`src/rtl/eae_seq_pkg.sv`:
```
package eae_seq_pkg;

   typedef enum logic [2:0] {
      OP_NONE = 3'd0,
      OP_SCL  = 3'd1,
      OP_MUL  = 3'd2,
      OP_DIV  = 3'd3,
      OP_NRM  = 3'd4,
      OP_SHL  = 3'd5,
      OP_ASR  = 3'd6,
      OP_LSR  = 3'd7
   } eae_op_e;

   typedef enum logic [2:0] {
      ST_IDLE,
      ST_CLR,
      ST_XFER,
      ST_FETCH,
      ST_START,
      ST_WAIT,
      ST_FIN
   } eae_state_e;

   typedef struct packed {
      logic    clr_ac;
      logic    or_mq;
      logic    or_sc;
      logic    ld_mq;
      eae_op_e op;
   } eae_micro_t;

endpackage

```
`src/rtl/eae_decode.sv`:
```
module eae_decode
   import eae_seq_pkg::*;
#(
   parameter int DATA_W = 12
) (
   input  logic [DATA_W-1:0] word,
   output logic              is_group,
   output eae_micro_t        micro
);

   // instruction-set bit n sits at vector index DATA_W-1-n
   localparam int GRP_HI  = DATA_W - 1;
   localparam int GRP_LO  = DATA_W - 4;
   localparam int IX_CLR  = DATA_W - 5;
   localparam int IX_ORMQ = DATA_W - 6;
   localparam int IX_ORSC = DATA_W - 7;
   localparam int IX_LDMQ = DATA_W - 8;

   always_comb begin
      is_group     = (&word[GRP_HI:GRP_LO]) & word[0];
      micro.clr_ac = word[IX_CLR];
      micro.or_mq  = word[IX_ORMQ];
      micro.or_sc  = word[IX_ORSC];
      micro.ld_mq  = word[IX_LDMQ];
      micro.op     = eae_op_e'(word[3:1]);
   end

endmodule

```
`src/rtl/eae_phase_fsm.sv`:
```
module eae_phase_fsm
   import eae_seq_pkg::*;
#(
   parameter bit SPLIT_PHASES = 1'b1
) (
   input  logic       clk,
   input  logic       rst_n,
   input  logic       accept,
   input  eae_op_e    op,
   input  logic       opnd_valid,
   input  logic       unit_done,
   output eae_state_e state,
   output logic       opnd_req,
   output logic       unit_start,
   output logic       seq_done,
   output logic       busy
);

   eae_state_e state_d;
   eae_state_e first_st;

   generate
      if (SPLIT_PHASES) begin : g_split
         assign first_st = ST_CLR;
      end else begin : g_fused
         assign first_st = ST_XFER;
      end
   endgenerate

   always_comb begin
      state_d = state;
      unique case (state)
         ST_IDLE:  if (accept) state_d = first_st;
         ST_CLR:   state_d = ST_XFER;
         ST_XFER: begin
            if (op == OP_NONE)     state_d = ST_FIN;
            else if (op == OP_NRM) state_d = ST_START;
            else                   state_d = ST_FETCH;
         end
         ST_FETCH: if (opnd_valid) state_d = (op == OP_SCL) ? ST_FIN : ST_START;
         ST_START: state_d = ST_WAIT;
         ST_WAIT:  if (unit_done) state_d = ST_FIN;
         ST_FIN:   state_d = ST_IDLE;
         default:  state_d = ST_IDLE;
      endcase
   end

   always_ff @(posedge clk or negedge rst_n) begin
      if (!rst_n) state <= ST_IDLE;
      else        state <= state_d;
   end

   assign opnd_req   = (state == ST_FETCH);
   assign unit_start = (state == ST_START);
   assign seq_done   = (state == ST_FIN);
   assign busy       = (state != ST_IDLE);

   p_noop_nofetch_r7: assert property (@(posedge clk) disable iff (!rst_n)
      opnd_req |-> (op != OP_NONE));
   p_req_hold_r8: assert property (@(posedge clk) disable iff (!rst_n)
      (opnd_req && !opnd_valid) |=> opnd_req);
   p_start_pulse_r10: assert property (@(posedge clk) disable iff (!rst_n)
      unit_start |=> !unit_start);
   p_nrm_nofetch_r11: assert property (@(posedge clk) disable iff (!rst_n)
      opnd_req |-> (op != OP_NRM));
   p_done_pulse_r12: assert property (@(posedge clk) disable iff (!rst_n)
      seq_done |=> (!seq_done && !busy));
   p_done_busy_r12: assert property (@(posedge clk) disable iff (!rst_n)
      seq_done |-> busy);

endmodule

```
`src/rtl/eae_regfile.sv`:
```
module eae_regfile
   import eae_seq_pkg::*;
#(
   parameter int DATA_W       = 12,
   parameter int SC_W         = 5,
   parameter bit SPLIT_PHASES = 1'b1
) (
   input  logic              clk,
   input  logic              rst_n,
   input  eae_state_e        state,
   input  eae_micro_t        micro,
   input  logic              cpu_ac_we,
   input  logic [DATA_W-1:0] cpu_ac_wdata,
   input  logic              cpu_link_we,
   input  logic              cpu_link_wdata,
   input  logic              opnd_valid,
   input  logic [DATA_W-1:0] opnd_data,
   input  logic              unit_done,
   input  logic [DATA_W-1:0] unit_res_ac,
   input  logic [DATA_W-1:0] unit_res_mq,
   input  logic              unit_res_link,
   input  logic [SC_W-1:0]   unit_res_sc,
   output logic [DATA_W-1:0] ac,
   output logic [DATA_W-1:0] mq,
   output logic              link,
   output logic [SC_W-1:0]   sc,
   output logic [DATA_W-1:0] opnd_q
);

   localparam int PAD_W = DATA_W - SC_W;

   logic [DATA_W-1:0] xfer_base;
   logic [DATA_W-1:0] sc_ext;
   logic [DATA_W-1:0] ac_xfer;

   // With a separate clear cycle the accumulator is already cleared when
   // the transfer phase runs; fused, the clear is folded in here.
   generate
      if (SPLIT_PHASES) begin : g_split
         assign xfer_base = ac;
      end else begin : g_fused
         assign xfer_base = micro.clr_ac ? '0 : ac;
      end
   endgenerate

   assign sc_ext  = {{PAD_W{1'b0}}, sc};
   assign ac_xfer = (micro.ld_mq ? '0 : xfer_base)
                  | (micro.or_mq ? mq : '0)
                  | (micro.or_sc ? sc_ext : '0);

   always_ff @(posedge clk or negedge rst_n) begin
      if (!rst_n) begin
         ac     <= '0;
         mq     <= '0;
         link   <= 1'b0;
         sc     <= '0;
         opnd_q <= '0;
      end else begin
         unique case (state)
            ST_IDLE: begin
               if (cpu_ac_we)   ac   <= cpu_ac_wdata;
               if (cpu_link_we) link <= cpu_link_wdata;
            end
            ST_CLR: begin
               if (micro.clr_ac) ac <= '0;
            end
            ST_XFER: begin
               if (micro.ld_mq) mq <= xfer_base;
               ac <= ac_xfer;
            end
            ST_FETCH: begin
               if (opnd_valid) begin
                  opnd_q <= opnd_data;
                  if (micro.op == OP_SCL) sc <= ~opnd_data[SC_W-1:0];
               end
            end
            ST_WAIT: begin
               if (unit_done) begin
                  ac   <= unit_res_ac;
                  mq   <= unit_res_mq;
                  link <= unit_res_link;
                  if (micro.op == OP_NRM) sc <= unit_res_sc;
               end
            end
            default: ;
         endcase
      end
   end

   p_idle_hold_r2: assert property (@(posedge clk) disable iff (!rst_n)
      (state == ST_IDLE) |=> ($stable(mq) && $stable(sc)));
   p_clr_keeps_mq_r3: assert property (@(posedge clk) disable iff (!rst_n)
      (state == ST_CLR) |=> ($stable(mq) && $stable(link)));
   p_orsc_low_r4: assert property (@(posedge clk) disable iff (!rst_n)
      (state == ST_XFER && micro.or_sc) |=> ((ac[SC_W-1:0] & $past(sc)) == $past(sc)));
   p_sc_narrow_r10: assert property (@(posedge clk) disable iff (!rst_n)
      (state == ST_WAIT && micro.op != OP_NRM) |=> $stable(sc));

endmodule

```
`src/rtl/eae_sequencer.sv`:
```
module eae_sequencer
   import eae_seq_pkg::*;
#(
   parameter int DATA_W       = 12,
   parameter int SC_W         = 5,
   parameter bit SPLIT_PHASES = 1'b1
) (
   input  logic              clk,
   input  logic              rst_n,
   input  logic              instr_valid,
   input  logic [DATA_W-1:0] instr_word,
   output logic              busy,
   output logic              seq_done,
   input  logic              cpu_ac_we,
   input  logic [DATA_W-1:0] cpu_ac_wdata,
   input  logic              cpu_link_we,
   input  logic              cpu_link_wdata,
   output logic              opnd_req,
   input  logic              opnd_valid,
   input  logic [DATA_W-1:0] opnd_data,
   output logic              unit_start,
   output logic [2:0]        unit_cmd,
   output logic [DATA_W-1:0] unit_arg,
   output logic [SC_W-1:0]   unit_count,
   input  logic              unit_done,
   input  logic [DATA_W-1:0] unit_res_ac,
   input  logic [DATA_W-1:0] unit_res_mq,
   input  logic              unit_res_link,
   input  logic [SC_W-1:0]   unit_res_sc,
   output logic [DATA_W-1:0] ac,
   output logic [DATA_W-1:0] mq,
   output logic              link,
   output logic [SC_W-1:0]   sc
);

   generate
      if (DATA_W != 12) begin : g_bad_width
         $error("eae_sequencer: the micro-operation field layout needs DATA_W == 12");
      end
      if (SC_W < 1 || SC_W >= DATA_W) begin : g_bad_sc
         $error("eae_sequencer: SC_W must lie between 1 and DATA_W-1");
      end
   endgenerate

   eae_micro_t micro_dec;
   eae_micro_t micro_q;
   eae_state_e state;
   logic       is_group;
   logic       accept;
   logic [DATA_W-1:0] opnd_q;

   eae_decode #(.DATA_W(DATA_W)) u_dec (
      .word     (instr_word),
      .is_group (is_group),
      .micro    (micro_dec)
   );

   assign accept = instr_valid && is_group && !busy;

   always_ff @(posedge clk or negedge rst_n) begin
      if (!rst_n)      micro_q <= '0;
      else if (accept) micro_q <= micro_dec;
   end

   eae_phase_fsm #(.SPLIT_PHASES(SPLIT_PHASES)) u_fsm (
      .clk        (clk),
      .rst_n      (rst_n),
      .accept     (accept),
      .op         (micro_q.op),
      .opnd_valid (opnd_valid),
      .unit_done  (unit_done),
      .state      (state),
      .opnd_req   (opnd_req),
      .unit_start (unit_start),
      .seq_done   (seq_done),
      .busy       (busy)
   );

   eae_regfile #(
      .DATA_W       (DATA_W),
      .SC_W         (SC_W),
      .SPLIT_PHASES (SPLIT_PHASES)
   ) u_regs (
      .clk            (clk),
      .rst_n          (rst_n),
      .state          (state),
      .micro          (micro_q),
      .cpu_ac_we      (cpu_ac_we),
      .cpu_ac_wdata   (cpu_ac_wdata),
      .cpu_link_we    (cpu_link_we),
      .cpu_link_wdata (cpu_link_wdata),
      .opnd_valid     (opnd_valid),
      .opnd_data      (opnd_data),
      .unit_done      (unit_done),
      .unit_res_ac    (unit_res_ac),
      .unit_res_mq    (unit_res_mq),
      .unit_res_link  (unit_res_link),
      .unit_res_sc    (unit_res_sc),
      .ac             (ac),
      .mq             (mq),
      .link           (link),
      .sc             (sc),
      .opnd_q         (opnd_q)
   );

   assign unit_cmd   = micro_q.op;
   assign unit_arg   = opnd_q;
   assign unit_count = opnd_q[SC_W-1:0];

   p_ignore_busy_r12: assert property (@(posedge clk) disable iff (!rst_n)
      busy |=> (micro_q == $past(micro_q)));

endmodule

```
`config.mk`:
```
export PLATFORM = sky130hd
export DESIGN_NAME = eae_sequencer
export DESIGN_NICKNAME = d
export VERILOG_FILES = /design/src/rtl/eae_seq_pkg.sv /design/src/rtl/eae_decode.sv /design/src/rtl/eae_phase_fsm.sv /design/src/rtl/eae_regfile.sv /design/src/rtl/eae_sequencer.sv
export SDC_FILE = /design/constraint.sdc
export NUM_CORES = 1
export LEC_CHECK = 0
export BUFFER_PORTS_ARGS = -buffer_cell sky130_fd_sc_hd__buf_2
export CORE_MARGIN = 2
export CORE_UTILIZATION = 51
export CTS_CLUSTER_DIAMETER = 120
export CTS_CLUSTER_SIZE = 14
export DETAILED_ROUTE_END_ITERATION = 6
export PLACE_DENSITY = 0.95
export SLEW_MARGIN = 10
export SYNTH_ARGS = -nofsm -noshare
export SYNTH_HDL_FRONTEND = slang
export SYNTH_HIERARCHICAL = 1
export SYNTH_SLANG_ARGS = --single-unit
```
`constraint.sdc`:
```
create_clock -name clk -period 3.5 [get_ports clk]
set_clock_uncertainty 0.1 [all_clocks]
set_input_delay 0.35 -clock clk [delete_from_list [all_inputs] [get_ports clk]]
set_output_delay 0.35 -clock clk [all_outputs]
set_load 0.1 [all_outputs]
```
==> impl_metrics.py <==
metrics = {
    "cts": {
        "clockBufferDepth": 2,
        "insertion_delay_ns": 0.32,
        "clk_pin_slew_ns": 0.10,
        "numCtsBuffers": 5,
        "root_buffer": "clkbuf_8",
        "cts_tree": "built",
        "clock_sinks": 52,
        "htreeDepth": 2,
        "post_cts_buffers": 0,
    },
    "yosys": {
        "synthDistinctLibCells": 50,
        "ys_seq_area_frac": 0.4528,
        "synth_edf_count": 0,
        "async_flop_share": 1.000,
        "yosysTopAreaCellShare": 0.4528,
        "synth_area_leaders": "dfrtp_1 45%, mux2_2 12%, mux2i_1 4.9%",
        "synthTopCellsByCount": "52 x dfrtp_1, 30 x mux2_2, 27 x nand2_1, 26 x o21ai_0, 18 x buf_4",
        "ys_ff_latch": 52,
        "yosysMostFrequentCell": "dfrtp_1",
        "syn_area_um2": 2874,
        "syn_inst": 271,
        "synthFlopType": "dfrtp_1",
        "synth_nets": 345,
        "synth.avg_cell_area_um2": 10.61,
        "ys_warn_count": 6,
        "synth_top_area_cell": "dfrtp_1",
    },
    "grt": {
        "use_met3": 0.06250,
        "grt_max_degree": 29,
        "busiest_layer": "met2",
        "grt_use_met1": 0.3137,
        "antenna_found_initial": 0,
        "met2_usage": 0.4347,
        "grt_pass1_wl_um": 12430,
        "grt_pass1_vias": 2595,
        "grt_overflow_total": 0,
        "grt_usage": 0.2566,
    },
    "timing": {
        "holdWs_ns": 0.1583,
        "slew_headroom": 0.3015,
        "worstMarginPinSlew_ns": 1.048,
        "slew_violations": 0,
        "hold_viol_final": 0,
        "finalWorstSetupSlack_ns": 0.8512,
        "rsz0062_at_grt": "no",
        "tns_ns": 0,
        "fmax_mhz": 377.5,
        "layout_min_cycle_time_ns": 2.649,
        "setup_viol": 0,
        "fin_crit_sh": 0.7568,
    },
    "routing": {
        "first_pass_iters": 5,
        "drt-initial-drc-count": 219,
        "wl_per_cell_um": 17.87,
        "wl_um": 8061,
        "drc": 0,
        "detail-route-antenna-nets": 0,
        "routed_via_density": 5.874,
        "route.vias.total": 2649,
    },
    "worst_setup_path": {
        "cp.required_ns": 3.61,
        "rr_worst_depth": 4,
        "worst_setup_path_start_kind": "register",
        "critical_path_class": "register to register",
        "critical_path_peak_fanout": 22,
        "arrival_ns": 2.76,
        "end_kind": "register",
        "r2r_end": "u_regs/sc[2]",
        "r2r_start": "u_fsm/state[0]",
        "reg2reg_slack_ns": 0.85,
    },
    "hold_path": {
        "hold-path-endpoint": "u_regs/opnd_q[6]",
        "hold_class": "input pin to register",
        "hp-start": "opnd_data[6]",
        "min_path_cells": 2,
    },
    "floorplan": {
        "core-area_um2": 5473,
        "start_util": 0.5251,
        "ios": 128,
        "rows": 27,
        "die_height_um": 79.07,
        "die_area_um2": 6252,
        "die_w_um": 79.07,
    },
    "outcome": {
        "status": "complete, no violations",
    },
    "placement": {
        "dpl.cell_count": 442,
        "portBuffers": 127,
        "pre_cts_ws_ns": 0.9087,
        "place_hpwl_um": 6014,
        "place_congestion": 0.8792,
    },
    "finish": {
        "finalNetCount": 452,
        "final_cells": 451,
        "fillers": 432,
        "syn2layout_area_growth_pct": 22.73,
        "drive_above_1_share": 0.4565,
        "insertedDiodeCount": 0,
    },
    "job": {
        "drv_cap": 0,
    },
}
## sequential cells by signal, summed over array words and instances (netlist names)
signal and cells:
micro_q 4, u_fsm/state 3, u_regs/link 1, u_regs/opnd_q 12
unit_cmd 3, u_regs/mq 12, u_regs/ac 12, u_regs/sc 5
## placed cells by master, fill, tap and decap left out, types with 2 or more instances in the layout
master	Yosys	final
nor3_1	3	3
a21oi_1	4	4
o21ai_0	26	26
nor2_1	7	7
nor2b_1	10	10
a22oi_1	4	4
o2bb2ai_1	4	4
mux2_2	30	30
inv_1	3	3
a222oi_1	3	3
o211ai_1	2	2
a221o_1	3	3
or2b_1	2	2
buf_2	8	127
nand2_1	27	27
and3b_1	2	2
mux2i_1	14	14
nor3b_1	2	2
a32o_1	2	2
a221oi_1	5	5
dfrtp_1	52	52
a22o_1	2	2
and2_1	5	5
a31oi_1	4	4
clkbuf_8	0	5
buf_4	18	3
or3b_1	2	2
## metrics by stage
step,util,instance area (um2)
3_3_place_gp,0.6264,3428
4_1_cts,0.6445,3527
6_report,0.6445,3527
2_1_floorplan,-,2874
3_5_place_dp,0.6264,3428
5_1_grt,0.6445,3527
## cell type report
type                       instances  area [um2]  share of cell area
multi-input combinational        184        1364              0.3867
sequential                        52        1301              0.3689
timing repair buffer             131       668.1              0.1894
tap                               72       90.09             0.02554
clock buffer                       6       72.57             0.02057
clock inverter                     2       16.27            0.004612
inverter                           4       15.01            0.004257
## metal layers
metal  vias to the layer above  routed length [um]  share of wire
met4                         0                 232          0.029
met2                       174                3959           0.49
met3                        24                 715          0.089
met1                      1260                3153           0.39
met5                         -                   0              0
li1                       1191                   -              -
## worst max-delay path: stages (launching register included)
cell and delay [ns]:
dfrtp_1 0.76, nand4b_2 0.50, or3b_1 0.57, a21oi_4 0.25, mux2_2 0.37
## how the worst max path moves through the flow
stage | start | depth (start not counted) | to
CTS | u_fsm/state[0] | 4 | u_regs/sc[2]
floorplan | u_fsm/state[1] | 2 | unit_start
global placement | u_fsm/state[0] | 4 | u_regs/sc[3]
global route | u_fsm/state[0] | 4 | u_regs/ac[3]
finish | u_fsm/state[0] | 4 | u_regs/sc[2]
detailed placement | u_fsm/state[0] | 4 | u_regs/sc[2]
## kinds of logic (layout without fill, tap and decap cells)
group | Yosys count | in the layout | synth area share
compound gates | 71 | 71 | 0.1763
buf+inv | 35 | 143 | 0.07270
flops | 52 | 52 | 0.4528
mux | 44 | 44 | 0.1663
simple gates | 69 | 69 | 0.1319
## what timing repair did
action                    4_1_cts  5_1_grt
hold buffers                    1        0
resized for setup               0        0
hold endpoints to repair       27        0
Power is left out: the tool's default activity adds up to more than one toggle a clock period on the data nets, which glitch-free logic cannot reach.
